**src/rtl/bcs_pkg.sv**
```systemverilog
package bcs_pkg;

  localparam int unsigned BCS_OFS_W = 3;

  typedef enum logic [1:0] {
    BLEN_RSVD = 2'd0,
    BLEN_2    = 2'd1,
    BLEN_4    = 2'd2,
    BLEN_8    = 2'd3
  } blen_e;

  // mask of offset bits that move; also the index of the final element
  function automatic logic [BCS_OFS_W-1:0] blen_mask(blen_e b);
    logic [BCS_OFS_W-1:0] m;
    case (b)
      BLEN_2:  m = 3'b001;
      BLEN_4:  m = 3'b011;
      BLEN_8:  m = 3'b111;
      default: m = 3'b000;
    endcase
    return m;
  endfunction

endpackage

```
**src/rtl/bcs_rst_sync.sv**
```systemverilog
module bcs_rst_sync (
  input  logic clk,
  input  logic rst_n,
  output logic rst_sync_n
);
  logic [1:0] sync_q;

  always_ff @(posedge clk or negedge rst_n) begin
    if (!rst_n) sync_q <= 2'b00;
    else        sync_q <= {sync_q[0], 1'b1};
  end

  assign rst_sync_n = sync_q[1];
endmodule

```
**src/rtl/bcs_ctrl.sv**
```systemverilog
module bcs_ctrl
  import bcs_pkg::*;
#(
  parameter int unsigned COL_W = 10
) (
  input  logic                 clk,
  input  logic                 rst_n,
  input  logic                 start_i,
  input  logic [COL_W-1:0]     col_i,
  input  blen_e                blen_i,
  input  logic                 ilv_i,
  output logic                 take_o,
  output logic                 active_o,
  output logic                 last_o,
  output logic [BCS_OFS_W-1:0] idx_o,
  output logic [COL_W-1:0]     base_o,
  output blen_e                blen_o,
  output logic                 ilv_o
);
  logic                 active_q, active_d;
  logic [BCS_OFS_W-1:0] idx_q, idx_d;
  logic [COL_W-1:0]     base_q;
  blen_e                blen_q;
  logic                 ilv_q;
  logic                 take, at_end, step_en;

  // next-state logic
  always_comb begin
    take     = start_i && (blen_i != BLEN_RSVD);
    at_end   = active_q && (idx_q == blen_mask(blen_q));
    step_en  = take || active_q;
    active_d = active_q;
    idx_d    = idx_q;
    if (take) begin
      active_d = 1'b1;
      idx_d    = '0;
    end else if (active_q) begin
      if (at_end) begin
        active_d = 1'b0;
        idx_d    = '0;
      end else begin
        idx_d    = idx_q + 1'b1;
      end
    end
  end

  // sequencing state
  always_ff @(posedge clk or negedge rst_n) begin
    if (!rst_n) begin
      active_q <= 1'b0;
      idx_q    <= '0;
    end else if (step_en) begin
      active_q <= active_d;
      idx_q    <= idx_d;
    end
  end

  // captured burst settings
  always_ff @(posedge clk or negedge rst_n) begin
    if (!rst_n) begin
      base_q <= '0;
      blen_q <= BLEN_RSVD;
      ilv_q  <= 1'b0;
    end else if (take) begin
      base_q <= col_i;
      blen_q <= blen_i;
      ilv_q  <= ilv_i;
    end
  end

  assign take_o   = take;
  assign active_o = active_q;
  assign last_o   = at_end;
  assign idx_o    = idx_q;
  assign base_o   = base_q;
  assign blen_o   = blen_q;
  assign ilv_o    = ilv_q;
endmodule

```
**src/rtl/bcs_addr_gen.sv**
```systemverilog
module bcs_addr_gen
  import bcs_pkg::*;
#(
  parameter int unsigned COL_W = 10
) (
  input  logic [COL_W-1:0]     base_i,
  input  blen_e                blen_i,
  input  logic                 ilv_i,
  input  logic [BCS_OFS_W-1:0] idx_i,
  output logic [COL_W-1:0]     col_o
);
  logic [BCS_OFS_W-1:0] mask, st, ofs_wrap, ofs_xor, ofs;

  always_comb begin
    mask     = blen_mask(blen_i);
    st       = base_i[BCS_OFS_W-1:0];
    ofs_wrap = st + idx_i;   // wraps mod 8, masked down to the block
    ofs_xor  = st ^ idx_i;
    ofs      = ilv_i ? ofs_xor : ofs_wrap;
  end

  for (genvar b = 0; b < COL_W; b++) begin : g_bit
    if (b < BCS_OFS_W) begin : g_low
      assign col_o[b] = mask[b] ? ofs[b] : base_i[b];
    end else begin : g_high
      assign col_o[b] = base_i[b];
    end
  end
endmodule

```
**src/rtl/bcs_latency.sv**
```systemverilog
module bcs_latency #(
  parameter int unsigned LAT_WHOLE = 2
) (
  input  logic clk,
  input  logic rst_n,
  input  logic take_i,
  input  logic half_i,
  output logic hit_o,
  output logic half_o
);
  localparam int unsigned CNT_W = $clog2(LAT_WHOLE + 1);
  localparam logic [CNT_W-1:0] CNT_LOAD = CNT_W'(LAT_WHOLE - 1);

  logic             armed_q, armed_d;
  logic [CNT_W-1:0] cnt_q, cnt_d;
  logic             hit_q, hit_d;
  logic             half_q;
  logic             tick_en;

  always_comb begin
    armed_d = armed_q;
    cnt_d   = cnt_q;
    hit_d   = 1'b0;
    tick_en = take_i || armed_q || hit_q;
    if (take_i) begin
      armed_d = 1'b1;
      cnt_d   = CNT_LOAD;
    end else if (armed_q) begin
      if (cnt_q == CNT_W'(1)) begin
        armed_d = 1'b0;
        hit_d   = 1'b1;
        cnt_d   = '0;
      end else begin
        cnt_d   = cnt_q - 1'b1;
      end
    end
  end

  always_ff @(posedge clk or negedge rst_n) begin
    if (!rst_n) begin
      armed_q <= 1'b0;
      cnt_q   <= '0;
      hit_q   <= 1'b0;
    end else if (tick_en) begin
      armed_q <= armed_d;
      cnt_q   <= cnt_d;
      hit_q   <= hit_d;
    end
  end

  always_ff @(posedge clk or negedge rst_n) begin
    if (!rst_n)      half_q <= 1'b0;
    else if (take_i) half_q <= half_i;
  end

  assign hit_o  = hit_q;
  assign half_o = hit_q & half_q;
endmodule

```
**src/rtl/burst_col_seq.sv**
```systemverilog
module burst_col_seq
  import bcs_pkg::*;
#(
  parameter int unsigned COL_W     = 10,
  parameter int unsigned LAT_WHOLE = 2
) (
  input  logic             clk,
  input  logic             rst_n,
  input  logic             start_i,
  input  logic [COL_W-1:0] col_i,
  input  logic [1:0]       blen_i,
  input  logic             ilv_i,
  input  logic             half_i,
  output logic [COL_W-1:0] col_o,
  output logic             vld_o,
  output logic             last_o,
  output logic             lat_hit_o,
  output logic             lat_half_o
);
  logic                 rst_sync_n;
  logic                 take, active, at_end, ilv_q;
  logic [BCS_OFS_W-1:0] idx;
  logic [COL_W-1:0]     base;
  blen_e                blen_q;

  bcs_rst_sync i_rst_sync (
    .clk        (clk),
    .rst_n      (rst_n),
    .rst_sync_n (rst_sync_n)
  );

  bcs_ctrl #(.COL_W(COL_W)) i_ctrl (
    .clk      (clk),
    .rst_n    (rst_sync_n),
    .start_i  (start_i),
    .col_i    (col_i),
    .blen_i   (blen_e'(blen_i)),
    .ilv_i    (ilv_i),
    .take_o   (take),
    .active_o (active),
    .last_o   (at_end),
    .idx_o    (idx),
    .base_o   (base),
    .blen_o   (blen_q),
    .ilv_o    (ilv_q)
  );

  bcs_addr_gen #(.COL_W(COL_W)) i_addr (
    .base_i (base),
    .blen_i (blen_q),
    .ilv_i  (ilv_q),
    .idx_i  (idx),
    .col_o  (col_o)
  );

  bcs_latency #(.LAT_WHOLE(LAT_WHOLE)) i_lat (
    .clk    (clk),
    .rst_n  (rst_sync_n),
    .take_i (take),
    .half_i (half_i),
    .hit_o  (lat_hit_o),
    .half_o (lat_half_o)
  );

  assign vld_o  = active;
  assign last_o = at_end;
endmodule

```
**config.mk**
```make
export PLATFORM = sky130hd
export DESIGN_NAME = burst_col_seq
export DESIGN_NICKNAME = d
export VERILOG_FILES = /design/src/rtl/bcs_pkg.sv /design/src/rtl/bcs_rst_sync.sv /design/src/rtl/bcs_ctrl.sv /design/src/rtl/bcs_addr_gen.sv /design/src/rtl/bcs_latency.sv /design/src/rtl/burst_col_seq.sv
export SDC_FILE = /design/constraint.sdc
export NUM_CORES = 1
export LEC_CHECK = 0
export ABC_AREA = 1
export BUFFER_PORTS_ARGS = -buffer_cell sky130_fd_sc_hd__buf_2
export CORE_ASPECT_RATIO = 1.5
export CORE_UTILIZATION = 55
export DETAILED_ROUTE_END_ITERATION = 10
export GPL_TIMING_DRIVEN = 0
export PLACE_DENSITY = 0.82
export SYNTH_ARGS = -nofsm -noshare
export SYNTH_HDL_FRONTEND = slang
export SYNTH_HIERARCHICAL = 1
export SYNTH_SLANG_ARGS = --single-unit
```
**constraint.sdc**
```tcl
create_clock -name clk -period 3.43 [get_ports clk]
set_input_delay 0.1715 -clock clk [delete_from_list [all_inputs] [get_ports clk]]
set_output_delay 0.1715 -clock clk [all_outputs]
set_load 0.01 [all_outputs]
```
==> results.toml <==
[final_layout]
diodes = 0
post-route-util_pct = 70.00
fin_nets = 205
drive_gt1_share_pct = 27.47
area_growth_pct = 18.47

[floorplan]
row_count = 20
dieWidth_um = 40.34
die_area_um2 = 2400
coreArea_um2 = 2052
initial_core_util_pct = 59.09
io_pins = 31
die_h_um = 59.51

[synth]
syn_avg_cell_area_um2 = 8.248
ys_warn_count = 6
synth_common_cells = "nand2_1 (62), dfrtp_1 (24), inv_1 (12), nor2_1 (10), buf_4 (7)"
synth.most_common_cell = "nand2_1"
syn_inst = 147
synth_edf_count = 0
ys_top_cells_by_area = "dfrtp_1 (50%), nand2_1 (19%), buf_4 (4.3%)"
ys.flop_type = "dfrtp_1"
syn-num-nets = 169
ys_types = 25
synth-seq-cells = 24
synthArstFlopShare_pct = 100.0
synth_top_cell_by_area = "dfrtp_1"
ys_seq_area_share_pct = 49.54
syn-cell-area_um2 = 1212
yosysTopAreaCellShare_pct = 49.54

[detailed_routing]
ant_nets = 0
first_iter_violations = 18
vias_per_cell = 4.917
vias = 1003
post-route-drc-count = 0
dr.pass1.iters = 4
wl_per_cell_um = 11.26
wirelength_um = 2298

[power]
peakVddDrop_uv = 409.4
power.total_mw = 0.8544
p_leak_nw = 0.8230
p_per_area_nw_per_um2 = 594.8

[cts]
postCtsSetupBuffers = 0
ctsResizeCount = 0
cts.clk_slew.worst_paths_ps = 120
clock_sinks = 24
clkLatencyLatePin_ps = 310
cts_buffer_depth = 2
numCtsBuffers = 3
cts_root_buffer = "clkbuf_4"
cts_tree = "built"
htreeDepth = 1

[critical_path]
cp_max_fo = 5
r2r-end = "i_ctrl/idx_o[0]$_DFFE_PN0P_"
timing.rr.start = "i_ctrl/blen_o[1]$_DFFE_PN0P_"
worstPathArrival_ps = 1930
r2r_slack_ps = 2240
critPathKind = "flop to output pin"
critPathRequiredTime_ps = 3260
crit_path_end_kind = "output pin"
startpoint_type = "flop"
rr_worst_depth = 7

[min_path]
hold_end = "i_ctrl/base_o[5]$_DFFE_PN0P_"
hold_path_class = "primary input to flop"
worstHoldPathCells = 3
hp-start = "col_i[5]"

[placed_design]
place.gp.congestion = 0.7324
place.port_buffers = 30
place_hpwl_um = 1789

[sta]
maxSlewViolCount = 0
finalSetupTns_ps = 0
rsz0062_at_grt = "false"
setup-violations-final = 0
tightest_slew_ps = 850.3
fmax_mhz = 476.5
maxSlewHeadroom_pct = 43.31
fin_crit_sh_pct = 61.18
clock_skew_ps = 1.011
min_period_ps = 2099
hold_viol = 0

[outcome]
status = "completed"

[global_routing]
antenna_found_initial = 0
grt_pass1_vias = 964
grt_start_max_net_pins = 23
grt_use_total_pct = 23.22
overflow = 0
grt_pass1_wl_um = 3857

[job]
drv_cap = 0
[metal layers]
metal	routed length [um]	vias up	part of all wire (%)	track usage, %
li1	-	512	-	-
met1	926	459	40	28.07
met2	1231	28	54	39.46
met3	110	4	4.8	3.759
met4	29	0	1.3	8.571
met5	0	-	0	0
[cell usage in the layout, fill, tap and decap left out, types with 2 or more instances in the layout]
master / n
buf_6: 2
nand2_2: 2
clkbuf_4: 3
buf_2: 30
o21ai_0: 6
a21oi_1: 2
nor2_1: 10
buf_4: 7
ha_1: 4
nand2_1: 62
dfrtp_1: 24
inv_1: 12
o21ai_1: 2
[state kept, by name, indices dropped and copies added, names as in the netlist]
signal,count
i_ctrl/base_o,10
i_ctrl/idx_o,3
i_ctrl/blen_o,2
i_lat/cnt_q,2
i_rst_sync/sync_q,2
i_ctrl/active_o,1
i_ctrl/ilv_o,1
i_lat/armed_q,1
i_lat/half_q,1
i_lat/hit_o,1
[how the worst max path moves through the flow]
stage | end | start | depth (start not counted) | slack, ps
global route | col_o[2] | i_ctrl/idx_o[0]$_DFFE_PN0P_ | 8 | 1170
detailed placement | col_o[2] | i_ctrl/idx_o[0]$_DFFE_PN0P_ | 8 | 1710
floorplan | col_o[1] | i_ctrl/idx_o[0]$_DFFE_PN0P_ | 6 | 1910
finish | col_o[2] | i_ctrl/idx_o[0]$_DFFE_PN0P_ | 8 | 1330
CTS | col_o[2] | i_ctrl/idx_o[0]$_DFFE_PN0P_ | 8 | 1330
global placement | col_o[2] | i_ctrl/idx_o[0]$_DFFE_PN0P_ | 8 | 1780
[report_power, final]
group	internal (mW)	switching, mW	total [mW]
Combinational	0.134	0.168	0.302
Clock	0.0649	0.0813	0.146
Sequential	0.341	0.0647	0.406
Total	0.540	0.314	0.854
[area by class of cell]
| cell class | count | area [um2] |
|---|---|---|
| Sequential cell | 24 | 600.6 |
| Clock buffer | 4 | 36.28 |
| Tap cell | 22 | 27.53 |
| Timing Repair Buffer | 31 | 160.2 |
| Fill cell | 166 | 615.6 |
| Inverter | 15 | 58.81 |
| Multi-Input combinational cell | 99 | 478.0 |
| Buffer | 9 | 75.07 |
[cell families after synthesis]
logic type                 Yosys count  synth area share, %
xor gates and xnor gates             1               0.7225
DFF                                 24                49.54
buffers and inverters               24                11.04
adders and majority gates            5                5.779
and+or+nand+nor                     79                25.80
other                                1               0.3093
AOI/OAI and AO/OA                   13                6.812
[metrics by stage]
stage	area, um2	worst slack [ps]	hold WS, ps	instances
2_1_floorplan	1212	1913	-124.1	147
6_report	1436	1331	41.32	204
3_5_place_dp	1390	1707	-39.69	199
3_3_place_gp	1390	1778	-43.63	199
4_1_cts	1436	1334	32.09	204
5_1_grt	1436	1171	28.38	204
[timing repair]
item | 4_1_cts | 5_1_grt
endpoints found under the hold margin | 2 | 0
hold buffers | 1 | 0
endpoints found under the setup margin | 0 | 0
[critical path: stages (launching register included)]
cell      delay [ps]
dfrtp_1          450
ha_1             180
inv_1             50
fa_1             380
o21bai_1         210
nand3_1          100
nand2_1           70
nand2_1           40
buf_2            130
(Power assumes the default switching activity.)
